## src/rtl/rcsr_pkg.sv

```systemverilog
package rcsr_pkg;
  localparam int NUM_SRC = 5;
  localparam int BYTE_W  = 8;
  localparam int POR_BIT = 7;

  // source index order inside the block
  localparam int SRC_PIN    = 0;
  localparam int SRC_WDOG   = 1;
  localparam int SRC_ILLOP  = 2;
  localparam int SRC_ILLADR = 3;
  localparam int SRC_LOWV   = 4;

  // byte position of each source flag
  function automatic int src_bit(input int idx);
    case (idx)
      SRC_PIN:    return 6;
      SRC_WDOG:   return 5;
      SRC_ILLOP:  return 4;
      SRC_ILLADR: return 3;
      default:    return 1;
    endcase
  endfunction
endpackage

```

## src/rtl/rcsr_addr_dec.sv

```systemverilog
module rcsr_addr_dec #(
  parameter int          ADDR_W   = 16,
  parameter logic [15:0] REG_ADDR = 16'hFE01
) (
  input  logic              rd_en,
  input  logic [ADDR_W-1:0] rd_addr,
  output logic              hit
);
  localparam logic [ADDR_W-1:0] MATCH = ADDR_W'(REG_ADDR);

  assign hit = rd_en && (rd_addr == MATCH);
endmodule

```

## src/rtl/rcsr_src_qual.sv

```systemverilog
module rcsr_src_qual
  import rcsr_pkg::*;
(
  input  logic               src_pin,
  input  logic               src_wdog,
  input  logic               src_illop,
  input  logic               src_illadr,
  input  logic               src_illadr_fetch,
  input  logic               src_lowv,
  output logic [NUM_SRC-1:0] set_vec
);
  always_comb begin
    set_vec             = '0;
    set_vec[SRC_PIN]    = src_pin;
    set_vec[SRC_WDOG]   = src_wdog;
    set_vec[SRC_ILLOP]  = src_illop;
    set_vec[SRC_ILLADR] = src_illadr & src_illadr_fetch;  // only opcode fetches count
    set_vec[SRC_LOWV]   = src_lowv;
  end
endmodule

```

## src/rtl/rcsr_flag_bank.sv

```systemverilog
module rcsr_flag_bank
  import rcsr_pkg::*;
(
  input  logic               clk,
  input  logic               pwr_on_rst,
  input  logic [NUM_SRC-1:0] set_vec,
  input  logic               clr,
  output logic               por_flag,
  output logic [NUM_SRC-1:0] src_flags
);
  // power-on flag: forced by power-on, only a read clears it
  always_ff @(posedge clk or posedge pwr_on_rst) begin
    if (pwr_on_rst)  por_flag <= 1'b1;
    else if (clr)    por_flag <= 1'b0;
  end

  // one sticky cell per source; a set beats a same-cycle clear
  for (genvar i = 0; i < NUM_SRC; i++) begin : g_cell
    always_ff @(posedge clk or posedge pwr_on_rst) begin
      if (pwr_on_rst)      src_flags[i] <= 1'b0;
      else if (set_vec[i]) src_flags[i] <= 1'b1;
      else if (clr)        src_flags[i] <= 1'b0;
    end
  end
endmodule

```

## src/rtl/rcsr_rd_mux.sv

```systemverilog
module rcsr_rd_mux
  import rcsr_pkg::*;
(
  input  logic               hit,
  input  logic               por_flag,
  input  logic [NUM_SRC-1:0] src_flags,
  output logic [BYTE_W-1:0]  stat_byte,
  output logic [BYTE_W-1:0]  rd_data
);
  always_comb begin
    stat_byte          = '0;
    stat_byte[POR_BIT] = por_flag;
    for (int i = 0; i < NUM_SRC; i++) stat_byte[src_bit(i)] = src_flags[i];
  end

  assign rd_data = hit ? stat_byte : '0;
endmodule

```

## src/rtl/rcsr_top.sv

```systemverilog
module rcsr_top
  import rcsr_pkg::*;
#(
  parameter int          ADDR_W   = 16,
  parameter logic [15:0] REG_ADDR = 16'hFE01
) (
  input  logic              clk,
  input  logic              pwr_on_rst,
  input  logic              src_pin,
  input  logic              src_wdog,
  input  logic              src_illop,
  input  logic              src_illadr,
  input  logic              src_illadr_fetch,
  input  logic              src_lowv,
  input  logic              rd_en,
  input  logic [ADDR_W-1:0] rd_addr,
  output logic [7:0]        rd_data
);
  logic               hit;
  logic [NUM_SRC-1:0] set_vec;
  logic               por_flag;
  logic [NUM_SRC-1:0] src_flags;
  logic [BYTE_W-1:0]  stat_byte;

  rcsr_addr_dec #(.ADDR_W(ADDR_W), .REG_ADDR(REG_ADDR)) u_dec (
    .rd_en(rd_en), .rd_addr(rd_addr), .hit(hit)
  );

  rcsr_src_qual u_qual (
    .src_pin(src_pin), .src_wdog(src_wdog), .src_illop(src_illop),
    .src_illadr(src_illadr), .src_illadr_fetch(src_illadr_fetch),
    .src_lowv(src_lowv), .set_vec(set_vec)
  );

  rcsr_flag_bank u_bank (
    .clk(clk), .pwr_on_rst(pwr_on_rst), .set_vec(set_vec), .clr(hit),
    .por_flag(por_flag), .src_flags(src_flags)
  );

  rcsr_rd_mux u_mux (
    .hit(hit), .por_flag(por_flag), .src_flags(src_flags),
    .stat_byte(stat_byte), .rd_data(rd_data)
  );
endmodule

```

## config.mk

```make
export PLATFORM = sky130hd
export DESIGN_NAME = rcsr_top
export DESIGN_NICKNAME = d
export VERILOG_FILES = /design/src/rtl/rcsr_pkg.sv /design/src/rtl/rcsr_addr_dec.sv /design/src/rtl/rcsr_src_qual.sv /design/src/rtl/rcsr_flag_bank.sv /design/src/rtl/rcsr_rd_mux.sv /design/src/rtl/rcsr_top.sv
export SDC_FILE = /design/constraint.sdc
export NUM_CORES = 1
export LEC_CHECK = 0
export ABC_AREA = 0
export BUFFER_PORTS_ARGS = -buffer_cell sky130_fd_sc_hd__clkbuf_2
export CAP_MARGIN = 5
export CORE_AREA = 8 8 45 47
export DETAILED_ROUTE_END_ITERATION = 12
export DIE_AREA = 0 0 53 55
export PLACE_DENSITY = 0.68
export SETUP_SLACK_MARGIN = 0.2
export SYNTH_ARGS = -nofsm -noshare
export SYNTH_HDL_FRONTEND = slang
export SYNTH_SLANG_ARGS = --single-unit
```

## constraint.sdc

```tcl
create_clock -name clk -period 1.5 [get_ports clk]
set_clock_uncertainty 0.1 [all_clocks]
set_input_delay 0 -clock clk [delete_from_list [all_inputs] [get_ports clk]]
set_output_delay 0 -clock clk [all_outputs]
set_load 0.01 [all_outputs]
```

Word level (Yosys, flattened, before mapping)
Index checks and enable logic that the tools add are counted.
{"block": "classes", "eq_ne": 1, "mux": 7, "bitwise": 1, "n_reduce_logical": 6}
{"operator": "$eq A16 B16 Y1 const B", "n": 1}
{"operator": "$reduce_bool A2 Y1", "n": 5}
{"operator": "$mux W8", "n": 1}
{"operator": "$mux W1", "n": 6}
{"operator": "$and A1 B1 Y1", "n": 1}
{"operator": "$logic_and A1 B1 Y1", "n": 1}
{"block": "word_totals", "register_bits": 6, "inputBits": 25, "output_inout_bits": 8, "word_cells": 21}

Longest topological paths before layout
Gate-level depths: netlist of the first run.
{"block": "depth", "word_depth": 4, "depth_mapped": 5, "mapped_depth_nobuf": 3}

Hierarchy
Synthesis of the first run repeated with hierarchy kept, for this count alone.
{"block": "unflattened", "hier_cells": 43, "hier_area_um2": 410.4}
{"mod": "rcsr_flag_bank", "instances": 1, "cells_per_inst": 14, "area_each_um2": 205.2, "seq_area_each_um2": 151.4}
{"mod": "rcsr_rd_mux", "instances": 1, "cells_per_inst": 17, "area_each_um2": 116.4, "seq_area_each_um2": 0.0}
{"mod": "rcsr_addr_dec", "instances": 1, "cells_per_inst": 7, "area_each_um2": 52.6, "seq_area_each_um2": 0.0}
{"mod": "rcsr_src_qual", "instances": 1, "cells_per_inst": 5, "area_each_um2": 36.3, "seq_area_each_um2": 0.0}

Worst setup path after synthesis of the first run
No wires, ideal clock.
{"block": "synth_timing", "path_kind": "input to output", "start": "input port rd_addr[3]", "end": "output port rd_data[1]", "arrival_ps": 1559, "required_ps": 1400, "slack_ps": -159, "stages": 5, "n_path_buf": 2, "cell_sequence": "or4_1 > buf_2 > or4_4 > buf_6 > nor3_1"}
{"block": "synth_between", "elab_chain_cells": 3}
{"item": "start: declaration", "line_no": "rcsr_top.sv:16", "rtl": "input logic [ADDR_W-1:0] rd_addr,"}
{"item": "$eq A16 B16 Y1", "line_no": "rcsr_addr_dec.sv:11", "rtl": "assign hit = rd_en && (rd_addr == MATCH);"}
{"item": "$logic_and A1 B1 Y1", "line_no": "rcsr_addr_dec.sv:11"}
{"item": "$mux W8", "line_no": "rcsr_rd_mux.sv:16", "rtl": "assign rd_data = hit ? stat_byte : '0;"}
{"item": "end: declaration", "line_no": "rcsr_top.sv:17", "rtl": "output logic [7:0] rd_data"}
Every way passes these cells.

Worst setup path in the final report of the first run
{"block": "layout_timing", "start": "input port rd_addr[1]", "end": "output port rd_data[4]"}
The elaborated chain is that of the path after synthesis.

==> run metrics, run 1 <==
status complete, but fails checks; violated checks negative setup slack; final wirelength 1283 um; Total Power 402.5 uW; Synth Area in Adders 0; synth top area cells dfrtp_1 30%, nor3_1 8.5%, nor3_2 7.3%, dfstp_2 6.4%, inv_1 6.4%; Global Route Usage Sum 0.08681; antenna cells 0; mux share of post-synthesis cell area 0; largest family of logic cells by synthesized area simple AND/OR/NAND/NOR gates; Leakage 0.0003555 uW; postcts setup bufs 0; Placed Cells 97; worst-path cell chain buf_6, or4bb_1, or4_4, nor3_2, buf_2; Post-Syn Area 411.6 sq um; layer with the highest usage met2; Reg clk slew, reported paths 50 ps; crit-path max FO 7; first-pass GRT wire length 1863 um; Sink Count 6; GRT met2 Usage 0.1387; Worst Path Required 1400 ps; Wirelength per Cell 11.88 um; Hold Path Class input port to register; part of the power in registers 0.403; Tcrit/Tclk final 1.014; RSZ-0062 raised after global routing true; initial core utilization 0.2975; vias in the first global route 452; Worst IR Drop VDD 0.2842 mV; routed vias/inst 4.602; PwrDens 570.4 mW/mm^2; Final #Nets 118; DP HPWL 1059 um; min Tclk post-route 1522 ps; Seq/Total Area, Yosys 0.3678; Startpoint Class input port; area share of and/or/nand/nor cells after synthesis 0.3860; final setup fails 6; Synth Area in Compound Gates 0.09726; Post-synth ARST share 1.000; Post-synth top cells 7 x inv_1, 7 x nor3_1, 5 x dfrtp_1; Crit Path Class input port to primary output; FILL cells 144; Hold Vio Cnt, Final 0; Yosys top cell area share 0.3040; critical path endpoint category primary output; Sw Ratio 0.2340; syn_area_per_cell 8.233 sq um; fmax 0.6572 GHz; Die ar. 0.002915 sq mm; WHS 70.85 ps; R2R depth 1; Setup crit end rd_data[4]; layout cells sized above 1 0.5000; Num CTS Buffers 3; Ys Warns 0; Mapped Cells 50; Seq cells post-synth 6; ANT nets after route 0; Buf/Inv on CP 2; slack of the worst reg-to-reg path 710 ps; drt drc 0; reg2reg end u_bank.por_flag; die span in x 53 um; CP peak stage delay 570 ps; PnR worst setup slack -21.66 ps; total congestion overflow 0; DR pass1 iterations 4; ys flop type dfrtp_1; largest net degree at the start of global routing 8; CTS tree yes; CP arrival 1420 ps; CP max-delay cell or4_4; DIE HEIGHT 55 um; total stage count of the critical path 5; P_int 308.3 uW; GR Util met3 0.04278; EDFF count, synth 0; Max clock buf depth 2; Yosys cell types 22; cell row count 14; clk root buf clkbuf_4; Max Cap Viol 0; RR Startpoint u_bank.por_flag; via count 497; DR iter-0 viols 5; Logic pwr share 0.181; insertion delay to the later sink of the worst-skew pair 240 ps; H-tree Lvls 1; GPL Wtd Cong 0.7296; Core Region 0.001384 sq mm; initial antenna violation count 0; post-synthesis xor/xnor area fraction 0; Crit. Startpoint rd_addr[1]; IO Port Bufs 30; Pins Over Slew Limit 0; switching pwr 94.19 uW; TNS Setup -106.3 ps; Synth area leader dfrtp_1; # IOs 33; Final Non-Filler Cells 108; pre-CTS setup slack -66.83 ps; area grow syn2layout 71.43%; met1 Track Usage GR 0.09105; delay-heaviest family, CP simple AND/OR/NAND/NOR gates; clock power share 0.416
==> layout make-up <==
type | instances | area (sq um) | area share
Sequential cell | 6 | 151.4 | 0.2145
Inverter | 7 | 26.28 | 0.03723
Multi-Input combinational cell | 34 | 225.2 | 0.3191
Timing Repair Buffer | 41 | 256.5 | 0.3635
Clock buffer | 4 | 26.28 | 0.03723
Tap cell | 16 | 20.02 | 0.02837
==> kinds of logic (layout without fill, tap and decap cells) <==
kind of cell           after synthesis  after routing
flip-flops                           6              6
other                                1              2
AND/OR/NAND/NOR                     25             25
buffers and inverters               11             52
AO/OA/AOI/OAI                        7              7
==> metrics by stage <==
step | instance area [sq um] | util
after floorplan | 430.4 | -
after global placement | 599.3 | 0.4331
after detailed placement | 599.3 | 0.4331
after CTS | 699.4 | 0.5054
after global routing | 705.7 | 0.5099
final | 705.7 | 0.5099
==> cell usage in the layout (no fill, tap or decap), drive strengths merged <==
master and count:
nor2 4, dfstp 1, conb 2, nand2b 1
clkbuf 27, nor3 10, buf 11, o21ai 1
nand3b 1, o211ai 1, o21a 1, nand2 3
or4 2, nand4b 2, a21oi 4, inv 7
nor4 1, or4bb 1, dfrtp 5, dlygate4sd3 7
==> worst min path at each step <==
stage | to | from | cells after the start
finish | u_bank.src_flags[1] | rd_addr[7] | 4
floorplan | u_bank.src_flags[0] | pwr_on_rst | 1
global route | u_bank.src_flags[0] | pwr_on_rst | 3
detailed placement | u_bank.src_flags[3] | pwr_on_rst | 2
global placement | u_bank.src_flags[0] | pwr_on_rst | 2
CTS | u_bank.src_flags[1] | rd_addr[7] | 4
==> layer usage <==
metal,part of all wire,routed length (um)
met5,0,0
met4,0.012,15
met3,0.099,127
met2,0.53,680
met1,0.36,459
==> sequential cells by signal (all words and copies together) (netlist names) <==
| signal | cells |
|---|---|
| u_bank.src_flags | 5 |
| u_bank.por_flag | 1 |
==> power groups by stage <==
stage / sequential [uW] / clock, uW / combinational (uW)
2_1_floorplan: 165 / 0 / 20.2
3_3_place_gp: 165 / 0 / 54.4
3_5_place_dp: 165 / 0 / 55.8
4_1_cts: 162 / 171 / 71.4
5_1_grt: 162 / 185 / 80.2
6_report: 162 / 167 / 72.7
==> repair_timing <==
action	4_1_cts	5_1_grt
pin swaps	1	0
endpoints found under the hold margin	11	1
gates cloned	0	0
setup endpoints to repair	7	7
gates resized for setup	1	7
hold buffers	7	1
Note: power is estimated with default switching activity, not from simulation.
==> run 2, diff against run 1 <==
==> constraint.sdc (replaced) <==
create_clock -name clk -period 1.5 [get_ports clk]
set_clock_uncertainty 0.1 [all_clocks]
set_input_delay 0 -clock clk [delete_from_list [all_inputs] [get_ports clk]]
set_output_delay 0 -clock clk [all_outputs]
set_load 0.05 [all_outputs]
==> run 2 against run 1 <==
  * Critical endpoint is now rd_data[6]
  * Hold slack gained 11 ps
  * Routed wire length shrank 9.6%
  * Flip-flop and latch count did not move
  * Critical path type unchanged
  * Combinational power increased by 14%
  * Cell count did not move
  * Critical path depth is the same
  * The flow still finishes with violations (negative setup slack)
==> run metrics, run 2 (synthesized netlist as in run 1, its figures left out) <==
most common cell after layout, fill and taps aside clkbuf_2 (unchanged); area grow syn2layout 102.4% (was 71.43%); part of the power in registers 0.404 (was 0.403); Hold Path Class input port to register (unchanged); Post-DP Area 726.9 sq um (was 599.3 sq um); final cell area excluding filler cells 833.3 sq um (was 705.7 sq um); DR pass1 iterations 3 (was 4); Pins Over Slew Limit 0 (unchanged); Crit Path Class input port to primary output (unchanged); Startpoint Class input port (unchanged); via count 488 (was 497); Core Region 0.001384 sq mm (unchanged); Hold EP u_bank.src_flags[4] (was u_bank.src_flags[1]); Sw Ratio 0.2355 (was 0.2340); final setup fails 6 (unchanged); Worst Path Required 1400 ps (about the same); cell row count 14 (unchanged); routed vias/inst 4.519 (was 4.602); insertion delay to the later sink of the worst-skew pair 240 ps (about the same); most frequent cells in the layout 23 x clkbuf_2, 7 x inv_1, 7 x dlygate4sd3_1 (unchanged); GPL Wtd Cong 0.7575 (was 0.7296); Max Cap Viol 0 (unchanged); largest net degree at the start of global routing 8 (unchanged); initial antenna violation count 0 (unchanged); drt drc 0 (unchanged); # IOs 33 (unchanged); switching pwr 94.79 uW (was 94.19 uW); postcts setup bufs 0 (unchanged); min Tclk post-route 1627 ps (was 1522 ps); DR iter-0 viols 4 (was 5); Tcrit/Tclk final 1.085 (was 1.014); RR Startpoint u_bank.src_flags[3] (was u_bank.por_flag); Worst IR Drop VDD 0.4866 mV (was 0.2842 mV); Global Route Usage Sum 0.07828 (was 0.08681); Largest regs u_bank.src_flags (5), u_bank.por_flag (1) (unchanged); fmax 0.6145 GHz (was 0.6572 GHz); DP HPWL 1006 um (was 1059 um); Logic pwr share 0.205 (was 0.181); worst hold path startpoint rd_addr[7] (unchanged); CP peak stage delay 610 ps (was 570 ps); Sink Count 6 (unchanged); P_int 307.8 uW (was 308.3 uW); DIE HEIGHT 55 um (unchanged); Leakage 0.0003811 uW (was 0.0003555 uW); final wirelength 1160 um (was 1283 um); Hold Vio Cnt, Final 0 (unchanged); slack of the worst reg-to-reg path 690 ps (was 710 ps); initial core utilization 0.2975 (unchanged); first-pass GRT wire length 1704 um (was 1863 um); Wirelength per Cell 10.74 um (was 11.88 um); PwrDens 483.1 mW/mm^2 (was 570.4 mW/mm^2); violated checks negative setup slack (unchanged); R2R depth 2 (was 1); Num CTS Buffers 3 (unchanged); post-layout util 0.6022 (was 0.5099); FILL cells 113 (was 144); vias in the first global route 437 (was 452); CTS tree yes (unchanged); max FFs per register 5 (unchanged); Max clock buf depth 2 (unchanged); ANT nets after route 0 (unchanged); Reg clk slew, reported paths 40 ps (was 50 ps); die span in x 53 um (unchanged); Die ar. 0.002915 sq mm (unchanged); Reg with most FFs u_bank.src_flags (unchanged); status complete, but fails checks (unchanged); layout cells sized above 1 0.5000 (unchanged); critical path endpoint category primary output (unchanged); RSZ-0062 raised after global routing true (unchanged); Final #Nets 118 (unchanged); PnR worst setup slack -127.3 ps (was -21.66 ps); CP arrival 1530 ps (was 1420 ps); total congestion overflow 0 (unchanged); Total Power 402.5 uW (about the same); clock power share 0.391 (was 0.416); worst-path cell chain buf_6, or4bb_1, or4_4, nor3_4, buf_12 (was buf_6, or4bb_1, or4_4, nor3_2, buf_2); Hold Crit Depth 4 (unchanged); H-tree Lvls 1 (unchanged); reg2reg end u_bank.src_flags[3] (was u_bank.por_flag); antenna cells 0 (unchanged); IO Port Bufs 30 (unchanged); crit-path max FO 7 (unchanged); clk root buf clkbuf_4 (unchanged); CP max-delay cell or4_4 (unchanged)
[run 2: cell counts in the layout (fill, tap and decap cells not counted)]
Identical to the previous run, type by type.
[run 2: power by group through the flow]
stage | Clock (uW) | Combinational, uW | Sequential, uW
after floorplan | 0 | 31.6 | 165
after global placement | 0 | 64.6 | 165
after detailed placement | 0 | 66.1 | 165
after CTS | 164 | 80.3 | 162
after global routing | 180 | 91.2 | 162
final | 157 | 82.6 | 163
[run 2: repair_timing]
action,CTS,global route
gates resized for setup,0,2
endpoints found under the hold margin,11,1
pin swaps,3,1
gates cloned,0,0
setup endpoints to repair,7,8
hold buffers,7,1
[run 2: layout make-up]
| cell class | instances | area (sq um) | share of cell area |
|---|---|---|---|
| tap | 16 | 20.02 | 0.02402 |
| multi-input combinational | 34 | 262.8 | 0.3153 |
| timing repair buffer | 41 | 346.6 | 0.4159 |
| sequential | 6 | 151.4 | 0.1817 |
| inverter | 7 | 26.28 | 0.03153 |
| clock buffer | 4 | 26.28 | 0.03153 |
[run 2: how the worst max path moves through the flow]
stage          startpoint    endpoint  slack (ps)  cells after the start
6_report       rd_addr[1]  rd_data[6]        -130                      5
5_1_grt        rd_addr[1]  rd_data[6]        -180                      5
4_1_cts        rd_addr[1]  rd_data[6]        -130                      5
3_5_place_dp   rd_addr[1]  rd_data[1]        -220                      5
3_3_place_gp   rd_addr[1]  rd_data[1]        -220                      5
2_1_floorplan  rd_addr[3]  rd_data[1]        -310                      5
[run 2: through the flow]
step | hold WS (ps) | cells | setup TNS (ps) | worst slack [ps]
after floorplan | -309.8 | 51 | -1581 | -307.3
after global placement | -198.8 | 97 | -1113 | -216.7
after detailed placement | -195.8 | 97 | -1151 | -225.0
after CTS | 79.33 | 108 | -778.8 | -132.7
after global routing | 84.68 | 108 | -1018 | -176.7
final | 82.13 | 108 | -754.9 | -127.3
[run 2: critical path: cells and delay by family]
kind	cells	cell delay [ps]
and+or+nand+nor	3	1280
buffers and inverters	2	250
[run 2: per-layer routing]
layer | GRT usage | share of wire
met1 | 0.09190 | 0.38
met2 | 0.1133 | 0.53
met3 | 0.04278 | 0.084
met4 | 0.03879 | 0
met5 | 0 | 0
==> run 3, diff against run 2 <==
ABC_AREA = 1   (was 0)
CORE_AREA = 2 2 39 41   (was 8 8 45 47)
DIE_AREA = 0 0 41 43   (was 0 0 53 55)
PLACE_DENSITY = 0.66   (was 0.68)
==> run 3 against run 2 <==
  * Power shrank 2.0%
  * Combinational power decreased by 16%
  * Critical endpoint is now rd_data[7]
  * Sequential share of layout area is 6.1 points higher
  * Highest routed layer is now met4
  * Synthesized cell count increased by 16%
  * Sequential power about the same
  * Register-to-register slack hardly changed
  * Via count shrank 14%
  * The run now ends clean
  * Core utilization down 15 points
  * Non-clock buffer count decreased by 4
  * Design area fell by 25%
  * Critical path depth down 2
==> run metrics, run 3 <==
status finished clean (was complete, but fails checks); clk root buf clkbuf_4 (unchanged); PnR worst setup slack 254.2 ps (was -127.3 ps); Largest regs u_bank.src_flags (5), u_bank.por_flag (1) (unchanged); critical path endpoint category primary output (unchanged); Reg clk slew, reported paths 50 ps (was 40 ps); Sink Count 6 (unchanged); total congestion overflow 0 (unchanged); Wirelength per Cell 7.018 um (was 10.74 um); Pins Over Slew Limit 0 (unchanged); FILL cells 136 (was 113); TNS Setup 0 ps (was -754.9 ps); Max clock buf depth 2 (unchanged); Final #Nets 123 (was 118); H-tree Lvls 1 (unchanged); cell row count 14 (unchanged); crit-path max FO 2 (was 7); Hold Vio Cnt, Final 0 (unchanged); PwrDens 631.8 mW/mm^2 (was 483.1 mW/mm^2); Worst Path Required 1400 ps (about the same); EDFF count, synth 0 (unchanged); Startpoint Class register (was input port); total stage count of the critical path 3 (was 5); routed vias/inst 3.699 (was 4.519); Sw Ratio 0.2332 (was 0.2355); final wirelength 793 um (was 1160 um); met1 Track Usage GR 0.1053 (was 0.09190); initial antenna violation count 0 (unchanged); Tcrit/Tclk final 0.8305 (was 1.085); CP peak stage delay 520 ps (was 610 ps); Reg with most FFs u_bank.src_flags (unchanged); final setup fails 0 (was 6); pre-CTS setup slack 379.3 ps (was -225.0 ps); fmax 0.8027 GHz (was 0.6145 GHz); Yosys top cell area share 0.3289 (was 0.3040); ANT nets after route 0 (unchanged); syn_area_per_cell 6.558 sq um (was 8.233 sq um); Ys Warns 0 (unchanged); WHS 98.46 ps (was 82.13 ps); RSZ-0062 raised after global routing false (was true); die span in x 41 um (was 53 um); min Tclk post-route 1246 ps (was 1627 ps); delay-heaviest family, CP flip-flops (was simple AND/OR/NAND/NOR gates); Post-synth ARST share 1.000 (unchanged); area grow syn2layout 64.14% (was 102.4%); CTS tree yes (unchanged); via count 418 (was 488); Mapped Cells 58 (was 50); reg2reg end u_bank.por_flag (was u_bank.src_flags[3]); Core Region 0.001384 sq mm (unchanged); most frequent cells in the layout 29 x clkbuf_2, 18 x nand2_1, 16 x inv_1 (was 23 x clkbuf_2, 7 x inv_1, 7 x dlygate4sd3_1); post-layout util 0.4512 (was 0.6022); GPL Wtd Cong 0.7419 (was 0.7575); GRT met2 Usage 0.2250 (was 0.1133); Post-Syn Area 380.4 sq um (was 411.6 sq um); ys flop type dfrtp_1 (unchanged); Total Power 394.5 uW (was 402.5 uW); largest net degree at the start of global routing 13 (was 8); Worst IR Drop VDD 0.4365 mV (was 0.4866 mV); IO Port Bufs 30 (unchanged); Yosys cell types 12 (was 22); max FFs per register 5 (unchanged); synth top area cells dfrtp_1 33%, nand2_1 18%, inv_1 16%, nor2_1 8.9%, dfstp_2 6.9% (was dfrtp_1 30%, nor3_1 8.5%, nor3_2 7.3%, dfstp_2 6.4%, inv_1 6.4%); # IOs 33 (unchanged); CP max-delay cell dfstp_2 (was or4_4); Buf/Inv on CP 2 (unchanged); Post-synth top cells 18 x nand2_1, 16 x inv_1, 9 x nor2_1 (was 7 x inv_1, 7 x nor3_1, 5 x dfrtp_1); DR iter-0 viols 4 (unchanged); Setup crit end rd_data[7] (was rd_data[6]); most frequent cell after synthesis nand2_1; R2R depth 1 (was 2); Global Route Usage Sum 0.1284 (was 0.07828); Max Cap Viol 0 (unchanged); DP HPWL 655.4 um (was 1006 um); P_int 302.5 uW (was 307.8 uW); part of the power in registers 0.412 (was 0.404); drt drc 0 (unchanged); most common cell after layout, fill and taps aside clkbuf_2 (unchanged); Num CTS Buffers 3 (unchanged); antenna cells 0 (unchanged); RR Startpoint u_bank.por_flag (was u_bank.src_flags[3]); worst-path cell chain inv_1, nor2_1, buf_2 (was buf_6, or4bb_1, or4_4, nor3_4, buf_12); clock power share 0.412 (was 0.391); GR Util met3 0.07853 (was 0.04278); layout cells sized above 1 0.3918 (was 0.5000); Crit. Startpoint u_bank.por_flag (was rd_addr[1]); DR pass1 iterations 4 (was 3); initial core utilization 0.2749 (was 0.2975); first-pass GRT wire length 1518 um (was 1704 um); vias in the first global route 456 (was 437); Logic pwr share 0.176 (was 0.205); Seq cells post-synth 6 (unchanged); postcts setup bufs 0 (unchanged); layer with the highest usage met2 (unchanged); Die ar. 0.001763 sq mm (was 0.002915 sq mm); DIE HEIGHT 43 um (was 55 um); switching pwr 92.00 uW (was 94.79 uW); slack of the worst reg-to-reg path 700 ps (was 690 ps); Seq/Total Area, Yosys 0.3980 (was 0.3678); insertion delay to the later sink of the worst-skew pair 240 ps (about the same); Crit Path Class register to primary output (was input port to primary output); Leakage 0.0004324 uW (was 0.0003811 uW); CP arrival 1150 ps (was 1530 ps); Hold Path Class input port to asynchronous set/reset pin (was input port to register); Synth area leader dfrtp_1 (unchanged)
[run 3: how the worst min path moves through the flow]
stage,end,from,cells past startpoint,slack [ps]
global route,u_bank.src_flags[1],pwr_on_rst,3,120
finish,u_bank.src_flags[4],pwr_on_rst,3,100
global placement,u_bank.src_flags[3],pwr_on_rst,2,-200
detailed placement,u_bank.src_flags[3],pwr_on_rst,2,-190
floorplan,u_bank.src_flags[0],pwr_on_rst,1,-310
CTS,u_bank.src_flags[1],pwr_on_rst,3,100
[run 3: metal layers]
layer	up-vias	wire [um]
li1	232	-
met1	171	303
met2	13	420
met3	2	63
met4	0	6
met5	-	0
[run 3: final cells by class]
| cell class | count | area (sq um) | area share |
|---|---|---|---|
| flip-flops and latches | 6 | 151.4 | 0.2425 |
| clock buffers | 4 | 26.28 | 0.04208 |
| well taps | 16 | 20.02 | 0.03206 |
| repair buffers | 37 | 220.2 | 0.3527 |
| multi-input cells | 34 | 146.4 | 0.2345 |
| inverters | 16 | 60.06 | 0.09619 |
[run 3: cells by family (layout without fill, tap and decap cells)]
group / count (synthesis) / after routing / share of synthesized area
buf+inv: 19 / 57 / 0.2270
flops: 6 / 6 / 0.3980
other cells: 1 / 2 / 0.009859
simple gates: 32 / 32 / 0.3651
[run 3: per-stage QoR]
step | instance area [sq um] | cells
floorplan | 384.1 | 59
global placement | 528.0 | 102
detailed placement | 528.0 | 102
CTS | 624.3 | 113
global route | 624.3 | 113
finish | 624.3 | 113
[run 3: power by group through the flow]
stage,clock (uW),combinational (uW),sequential [uW]
6_report,163,69.3,162
5_1_grt,187,79.3,162
4_1_cts,169,70.2,162
3_5_place_dp,0,55.9,165
3_3_place_gp,0,54.8,165
2_1_floorplan,0,28.8,165
[run 3: timing repair]
item	in CTS	in global routing
endpoints found under the setup margin	0	1
endpoints found under the hold margin	11	0
hold buffers	7	0
gates resized for setup	0	1
